<file path="src/rtl/evt_irq_pkg.sv">
package evt_irq_pkg;
  localparam int unsigned REG_W   = 32;
  localparam int unsigned GATE_BIT = 31;
  localparam logic [7:0]  OFS_GATE = 8'h1C;
  localparam logic [7:0]  OFS_PEND = 8'h20;
  localparam logic [7:0]  OFS_MASK = 8'h28;
  localparam logic [7:0]  OFS_KRST = 8'h40;
  localparam logic [31:0] KRST_KEY = 32'h0000_000A;

  typedef struct packed {
    logic gate_we;
    logic pend_we;
    logic mask_we;
    logic krst_hit;
  } wr_dec_t;
endpackage

</file>
<file path="src/rtl/evt_status_bank.sv">
module evt_status_bank #(
  parameter int unsigned NUM_SRC = 6
) (
  input  logic               clk,
  input  logic               rst,
  input  logic [NUM_SRC-1:0] ev_i,
  input  logic               clr_we,
  input  logic [NUM_SRC-1:0] clr_mask,
  output logic [NUM_SRC-1:0] pend_q
);
  logic [NUM_SRC-1:0] ev_d;
  logic [NUM_SRC-1:0] rise;

  for (genvar k = 0; k < NUM_SRC; k++) begin : g_src
    assign rise[k] = ev_i[k] & ~ev_d[k];

    always_ff @(posedge clk) begin
      if (rst) begin
        ev_d[k]   <= 1'b0;
        pend_q[k] <= 1'b0;
      end else begin
        ev_d[k] <= ev_i[k];
        // a fresh event beats a clear landing in the same cycle
        if (rise[k])
          pend_q[k] <= 1'b1;
        else if (clr_we && clr_mask[k])
          pend_q[k] <= 1'b0;
      end
    end

    assert_set_R2: assert property (@(posedge clk) disable iff (rst)
      rise[k] |=> pend_q[k]);
    assert_clear_R4: assert property (@(posedge clk) disable iff (rst)
      (clr_we && clr_mask[k] && !rise[k]) |=> !pend_q[k]);
    assert_sticky_R3: assert property (@(posedge clk) disable iff (rst)
      (!rise[k] && !(clr_we && clr_mask[k])) |=> $stable(pend_q[k]));
    assert_setwins_R5: assert property (@(posedge clk) disable iff (rst)
      (clr_we && clr_mask[k] && rise[k]) |=> pend_q[k]);
  end
endmodule

</file>
<file path="src/rtl/krst_pulser.sv">
module krst_pulser #(
  parameter int unsigned PULSE_LEN = 4
) (
  input  logic clk,
  input  logic rst,
  input  logic fire,
  output logic pulse_o
);
  localparam int unsigned CW = $clog2(PULSE_LEN + 1);
  logic [CW-1:0] left_q;

  always_ff @(posedge clk) begin
    if (rst)
      left_q <= '0;
    else if (fire)
      left_q <= CW'(PULSE_LEN);
    else if (left_q != '0)
      left_q <= left_q - 1'b1;
  end

  assign pulse_o = (left_q != '0);

  assert_start_R9: assert property (@(posedge clk) disable iff (rst)
    fire |=> pulse_o);
endmodule

</file>
<file path="src/rtl/evt_reg_decode.sv">
module evt_reg_decode
  import evt_irq_pkg::*;
#(
  parameter int unsigned ADDR_W  = 8,
  parameter int unsigned DATA_W  = REG_W,
  parameter int unsigned NUM_SRC = 6
) (
  input  logic               wr,
  input  logic [ADDR_W-1:0]  addr,
  input  logic [DATA_W-1:0]  wdata,
  input  logic               gate_q,
  input  logic [NUM_SRC-1:0] mask_q,
  input  logic [NUM_SRC-1:0] pend_q,
  output wr_dec_t            dec,
  output logic [DATA_W-1:0]  rdata
);
  localparam logic [ADDR_W-1:0] A_GATE = ADDR_W'(OFS_GATE);
  localparam logic [ADDR_W-1:0] A_PEND = ADDR_W'(OFS_PEND);
  localparam logic [ADDR_W-1:0] A_MASK = ADDR_W'(OFS_MASK);
  localparam logic [ADDR_W-1:0] A_KRST = ADDR_W'(OFS_KRST);

  always_comb begin
    dec.gate_we  = wr && (addr == A_GATE);
    dec.pend_we  = wr && (addr == A_PEND);
    dec.mask_we  = wr && (addr == A_MASK);
    dec.krst_hit = wr && (addr == A_KRST) && (wdata == DATA_W'(KRST_KEY));
  end

  always_comb begin
    rdata = '0;
    if (addr == A_GATE)
      rdata[GATE_BIT] = gate_q;
    else if (addr == A_PEND)
      rdata[NUM_SRC-1:0] = pend_q;
    else if (addr == A_MASK)
      rdata[NUM_SRC-1:0] = mask_q;
  end
endmodule

</file>
<file path="src/rtl/evt_irq_hub.sv">
module evt_irq_hub
  import evt_irq_pkg::*;
#(
  parameter int unsigned ADDR_W    = 8,
  parameter int unsigned DATA_W    = REG_W,
  parameter int unsigned NUM_SRC   = 6,
  parameter int unsigned PULSE_LEN = 4
) (
  input  logic               clk,
  input  logic               rst,
  input  logic               bus_wr,
  input  logic [ADDR_W-1:0]  bus_addr,
  input  logic [DATA_W-1:0]  bus_wdata,
  output logic [DATA_W-1:0]  bus_rdata,
  input  logic [NUM_SRC-1:0] ev_i,
  output logic               irq_o,
  output logic               core_rst_o
);
  wr_dec_t            dec;
  logic               gate_q;
  logic [NUM_SRC-1:0] mask_q;
  logic [NUM_SRC-1:0] pend_q;

  evt_reg_decode #(.ADDR_W(ADDR_W), .DATA_W(DATA_W), .NUM_SRC(NUM_SRC)) u_dec (
    .wr(bus_wr), .addr(bus_addr), .wdata(bus_wdata),
    .gate_q(gate_q), .mask_q(mask_q), .pend_q(pend_q),
    .dec(dec), .rdata(bus_rdata)
  );

  evt_status_bank #(.NUM_SRC(NUM_SRC)) u_bank (
    .clk(clk), .rst(rst), .ev_i(ev_i),
    .clr_we(dec.pend_we), .clr_mask(bus_wdata[NUM_SRC-1:0]),
    .pend_q(pend_q)
  );

  krst_pulser #(.PULSE_LEN(PULSE_LEN)) u_krst (
    .clk(clk), .rst(rst), .fire(dec.krst_hit), .pulse_o(core_rst_o)
  );

  always_ff @(posedge clk) begin
    if (rst) begin
      gate_q <= 1'b0;
      mask_q <= '0;
    end else begin
      if (dec.gate_we) gate_q <= bus_wdata[GATE_BIT];
      if (dec.mask_we) mask_q <= bus_wdata[NUM_SRC-1:0];
    end
  end

  assign irq_o = gate_q & (|(pend_q & mask_q));

  // checks
  logic rst_seen_q = 1'b0;
  always_ff @(posedge clk) rst_seen_q <= rst;
  always_ff @(posedge clk) begin
    if (rst_seen_q && !rst)
      assert_reset_R1: assert (pend_q == '0 && mask_q == '0 && !gate_q
                               && !irq_o && !core_rst_o);
  end

  assert_gate_R8: assert property (@(posedge clk) disable iff (rst)
    irq_o |-> (gate_q && (pend_q & mask_q) != '0));
  assert_src_R8: assert property (@(posedge clk) disable iff (rst)
    (gate_q && (pend_q & mask_q) != '0) |-> irq_o);
  assert_mask_wr_R6: assert property (@(posedge clk) disable iff (rst)
    dec.mask_we |=> (mask_q == $past(bus_wdata[NUM_SRC-1:0])));
  assert_nokey_R10: assert property (@(posedge clk) disable iff (rst)
    (!core_rst_o && !dec.krst_hit) |=> !core_rst_o);
endmodule

</file>
<file path="config.mk">
export PLATFORM = sky130hd
export DESIGN_NAME = evt_irq_hub
export DESIGN_NICKNAME = d
export VERILOG_FILES = /design/src/rtl/evt_irq_pkg.sv /design/src/rtl/evt_status_bank.sv /design/src/rtl/krst_pulser.sv /design/src/rtl/evt_reg_decode.sv /design/src/rtl/evt_irq_hub.sv
export SDC_FILE = /design/constraint.sdc
export NUM_CORES = 1
export LEC_CHECK = 0
export CORE_AREA = 10 10 75 77
export CTS_CLUSTER_DIAMETER = 150
export CTS_CLUSTER_SIZE = 40
export DETAILED_ROUTE_END_ITERATION = 8
export DIE_AREA = 0 0 85 87
export PLACE_DENSITY = 0.86
export SYNTH_ARGS = -nofsm -noshare
export SYNTH_HDL_FRONTEND = slang
export SYNTH_SLANG_ARGS = --single-unit
</file>
<file path="constraint.sdc">
create_clock -name clk -period 1.19 [get_ports clk]
set_input_delay 0.1785 -clock clk [delete_from_list [all_inputs] [get_ports clk]]
set_output_delay 0.1785 -clock clk [all_outputs]
set_load 0.005 [all_outputs]
</file>
* After elaboration in Yosys (flattened, before gate mapping)
Index checks and enable logic that the tools add are counted.
** Storage, ports and cells
- Input port bits :: 49
- Bits in registers :: 22
** Cells by class
- Reductions and logical operators :: 21
- Multiplexer cells :: 18
- Add/sub/neg operators :: 1
- Equality and inequality tests :: 5
- Bitwise logic cells :: 14
** Operator list (number)
- $eq 32x4->1 const B :: 1
- $mux 6 :: 3
- $eq 8x6->1 const B :: 2
- $reduce_bool 2->1 :: 7
- $mux 1 :: 13
- $logic_and 1x1->1 :: 11
- $eq 8x5->1 const B :: 1
- $eq 8x7->1 const B :: 1
- $and 1x1->1 :: 7
- $and 6x6->6 :: 1
- $mux 3 :: 2
- $not 1->1 :: 6
- $reduce_or 6->1 :: 1
- $reduce_bool 3->1 :: 1
- $sub 3x1->3 const B :: 1
- $reduce_or 2->1 :: 1

* Logic depth before layout (Yosys ltp)
- Word-level depth :: 5
- Gate-level depth with buffers :: 6
- Depth with buffers taken out :: 6

* Modules after synthesis
From an unflattened synthesis, not the netlist that was laid out.
** Unflattened totals
- Cells, all modules :: 141
- Area, all modules :: 1321.3 um2
** Modules (own cells, without submodules)
- evt_reg_decode :: times used 1, cells each 58, seq. area each 0.0 um2, area each 435.4 um2
- evt_status_bank :: times used 1, cells each 38, seq. area each 240.2 um2, area each 435.4 um2
- evt_irq_hub :: times used 1, cells each 27, seq. area each 140.1 um2, area each 280.3 um2
- krst_pulser :: times used 1, cells each 18, seq. area each 60.1 um2, area each 170.2 um2

* Least setup slack after synthesis
OpenSTA, ideal clock, no wires.
- Kind :: register to register
- Start point :: register u_krst.left_q[0]
- End point :: register u_krst.left_q[0]
- Path buffers :: 0
- Arrival time :: 1.117 ns
- Clock period less this slack :: 1.195 ns
- Cell stages (with the launch flop) :: 6
- Data required time :: 1.112 ns
- Setup slack :: -0.005 ns
- Cell sequence :: dfxtp_1 > inv_1 > ha_1 > ha_1 > xor2_1 > nor3_1
** On the way
- Word-level cells in the longest chain between the ends :: 1
- Elaborated cells between the ends (all ways) :: 2
- Those cells by class :: add/sub: 1; reduce/logical: 1
** Ends and longest elaborated chain
- start: declaration :: RTL line krst_pulser.sv:10 : logic [CW-1:0] left_q;
- start signal: assignment :: RTL line krst_pulser.sv:16 : left_q <= CW'(PULSE_LEN);
- start signal: assignment :: RTL line krst_pulser.sv:18 : left_q <= left_q - 1'b1;
- $sub 3x1->3 or $reduce_bool 3->1 (tied branches) :: RTL line krst_pulser.sv:18, krst_pulser.sv:17
Parallel ways exist; a longest one is shown, timed or not.
A chain may end at the register's enable or synchronous reset.

* Final worst setup path
- Start point :: register u_krst.left_q[1]
- End point :: output port core_rst_o
** On the way
- Word-level cells in the longest chain between the ends :: 1
** Ends and longest elaborated chain
- $reduce_bool 3->1 :: RTL line krst_pulser.sv:21 : assign pulse_o = (left_q != '0);
- end: declaration :: RTL line evt_irq_hub.sv:17 : output logic core_rst_o
Every way passes these cells.

==> flow_metrics.py <==
metrics = {
    "outcome": {
        "status": "finished with violations",
        "violations": "setup timing",
    },
    "sta": {
        "finalSetupViolCount": 9,
        "fin_hold_ws_ns": 0.254,
        "min_period_ns": 1.28,
        "rsz0062_at_grt": "yes",
        "final-hold-violation-count": 0,
        "finClkSkew_ns": 0.00244,
        "finalSetupTns_ns": -0.333,
        "setup_ws_ns": -0.0884,
        "slew_violations": 0,
        "max_freq_mhz": 782,
        "fin_crit_sh_pct": 107,
    },
    "critical_path": {
        "cp_slowest_cell": "dfxtp_2",
        "critPathArrivalTime_ns": 1.10,
        "critPathMaxFanout": 2,
        "crit_chain": "inv_2 > ha_4 > ha_4 > inv_2 > buf_6",
        "critical_path_class": "reg2out",
        "worstSetupStartpointType": "flip-flop",
        "critPathTopFamily": "flip-flops",
        "cp_num_buf_inv": 3,
        "end_kind": "output port",
        "worst-endpoint-required_ns": 1.01,
        "cpPeakStageDelay_ns": 0.34,
    },
    "global_route": {
        "use_met2_pct": 22.1,
        "grt_use_met1_pct": 11.1,
        "antenna_found_initial": 0,
        "grt_pass1_wl_um": 6960,
        "top_usage_layer": "met2",
        "grt_pass1_vias": 1471,
        "grt_start_max_net_pins": 23,
        "grt_use_met3_pct": 4.12,
        "grt_use_total_pct": 11.7,
        "grt_overflow": 0,
    },
    "detailed_routing": {
        "finalWirelength_um": 4470,
        "vias_per_cell": 4.48,
        "drt_pass1_iterations": 4,
        "drcViolationCount": 0,
        "num_vias": 1289,
        "ant_nets": 0,
        "first_iter_violations": 41,
        "wire_per_inst_um": 15.5,
    },
    "clock_tree": {
        "numClockSinks": 22,
        "cts_tree": "yes",
        "postCtsHoldBufs": 0,
        "htree_levels": 1,
        "cts_buffer_depth": 2,
        "clockRootBuffer": "clkbuf_8",
        "insertion_delay_ns": 0.27,
        "cts_buffers": 3,
        "clk_pin_slew_ns": 0.07,
    },
    "synthesis": {
        "syn_area_per_cell_um2": 8.52,
        "synth_cells": 154,
        "yosysWarnings": 0,
        "yosys_register_bits": 22,
        "synth_area_um2": 1310,
        "ys_types": 29,
        "synth-seq-area-share_pct": 33.6,
    },
    "finish": {
        "drive_gt1_share_pct": 46.6,
        "fin_cells": 288,
        "areaGrowthSynthToFinish_pct": 68.5,
        "finalNetCount": 290,
        "final_util_pct": 52.2,
        "antennaDiodeCount": 0,
        "final_design_area_no_fill_um2": 2210,
    },
    "die": {
        "dieArea_um2": 7400,
        "die_w_um": 85,
        "coreArea_um2": 4230,
        "ioPinCount": 83,
        "initial_utilization_pct": 31.0,
        "die_h_um": 87,
        "num_rows": 24,
    },
    "placement": {
        "dpl_cell_area_um2": 2020,
        "pre_cts_ws_ns": -0.941,
        "post-dp-hpwl_um": 3500,
        "dpl.cell_count": 282,
        "gp_congestion": 0.798,
        "port_buffers": 57,
    },
    "run": {
        "drv_cap": 0,
    },
    "power": {
        "vdd_ir_drop_max_mv": 0.439,
        "power_mw": 2.09,
        "power_density_nw_per_um2": 945,
        "leakage_nw": 0.976,
    },
    "hold_path": {
        "hold_class": "in2reg",
    },
}
-- Yosys cell counts --
| cell type | count | area (um^2) |
|---|---|---|
| a21oi_1 | 7 | 35.0 |
| a22oi_1 | 3 | 22.5 |
| a31oi_1 | 1 | 6.26 |
| and2_0 | 1 | 6.26 |
| and3_1 | 1 | 6.26 |
| and4_1 | 1 | 8.76 |
| and4b_1 | 1 | 10.0 |
| buf_2 | 1 | 5.00 |
| buf_4 | 27 | 203 |
| clkbuf_1 | 3 | 11.3 |
| conb_1 | 1 | 3.75 |
| dfxtp_1 | 22 | 440 |
| ha_1 | 3 | 37.5 |
| inv_1 | 6 | 22.5 |
| mux2i_1 | 14 | 140 |
| nand2_1 | 6 | 22.5 |
| nand2b_1 | 6 | 37.5 |
| nand3_1 | 3 | 15.0 |
| nand4_1 | 2 | 12.5 |
| nor2_1 | 15 | 56.3 |
| nor2b_1 | 7 | 43.8 |
| nor3_1 | 4 | 20.0 |
| nor4_1 | 5 | 31.3 |
| nor4_2 | 2 | 25.0 |
| nor4b_1 | 1 | 8.76 |
| nor4b_2 | 2 | 30.0 |
| o21ai_1 | 7 | 35.0 |
| or4_1 | 1 | 7.51 |
| xor2_1 | 1 | 8.76 |
-- placed cells by master, fill, tap and decap left out, types with 2 or more instances in the layout --
master / synthesis / routed
nand2b_1: 6 / 6
nor2b_1: 7 / 6
a22oi_2: 0 / 3
buf_4: 27 / 24
nor4_2: 2 / 3
conb_1: 1 / 25
ha_4: 0 / 2
nor4_4: 0 / 4
inv_2: 0 / 3
nand2_1: 6 / 6
o21ai_1: 7 / 6
clkbuf_8: 0 / 3
mux2i_2: 0 / 2
nor2_1: 15 / 10
nor4b_4: 0 / 2
buf_2: 1 / 13
dlygate4sd2_1: 0 / 8
a21oi_1: 7 / 7
nor3_1: 4 / 2
nor2_2: 0 / 3
nor2_4: 0 / 2
dfxtp_1: 22 / 8
nand4_1: 2 / 2
nand3_1: 3 / 2
inv_1: 6 / 3
clkbuf_2: 0 / 11
buf_8: 0 / 2
clkdlybuf4s50_1: 0 / 8
buf_6: 0 / 11
dfxtp_2: 0 / 13
mux2i_1: 14 / 12
clkdlybuf4s15_1: 0 / 7
-- layer usage --
metal / part of all wire, % / up-vias
li1: - / 642
met1: 37 / 595
met2: 55 / 45
met3: 6.6 / 7
met4: 1.6 / 0
met5: 0 / -
-- registers in the layout, summed over array words and instances, names as in the netlist --
register,count
u_krst.left_q,3
mask_q,6
gate_q,1
u_bank.pend_q,6
u_bank.ev_d,6
-- cells by family after synthesis --
logic type / after synthesis / share of synthesized area, %
AND/OR/NAND/NOR: 58 / 26.0
buffers and inverters: 37 / 18.4
flip-flops: 22 / 33.6
AO/OA/AOI/OAI: 18 / 7.53
multiplexers: 14 / 10.7
adder cells (fa/ha/maj): 3 / 2.86
other: 1 / 0.286
XOR/XNOR: 1 / 0.667
-- final cells by class --
type                    instances  area, um^2
well taps                      52        65.1
repair buffers                 86         698
fillers                       391        2020
flip-flops and latches         22         460
clock buffers                   3        41.3
multi-input cells             119         925
inverters                       6        22.5
-- tightest hold or removal path: stages --
cell	delay [ns]
clkbuf_2	0.10
buf_4	0.10
mux2i_1	0.05
nor2_1	0.07
-- power by group --
| group | internal [mW] | switching, mW |
|---|---|---|
| Combinational | 0.450 | 0.342 |
| Clock | 0.227 | 0.238 |
| Sequential | 0.798 | 0.0354 |
-- final timing paths --
| kind | cells past startpoint | endpoint | startpoint | slack (ns) |
|---|---|---|---|---|
| hold / removal | 4 | gate_q$_SDFFE_PP0P_ | bus_wdata[31] | 0.25 |
| hold reg to reg | 2 | u_bank.pend_q[0]$_SDFFE_PP0P_ | u_bank.ev_d[0]$_SDFF_PP0_ | 0.48 |
| setup / recovery | 5 | core_rst_o | u_krst.left_q[1]$_SDFFE_PP0P_ | -0.09 |
| setup reg to reg | 6 | u_krst.left_q[2]$_SDFFE_PP0P_ | u_krst.left_q[1]$_SDFFE_PP0P_ | 0.01 |
-- timing repair --
| action | 4_1_cts | 5_1_grt |
|---|---|---|
| pin swaps | 26 | 17 |
| buffers inserted | 4 | 0 |
| setup endpoints to repair | 25 | 12 |
| resized for setup | 172 | 43 |
Note: power is estimated with default switching activity, not from simulation.
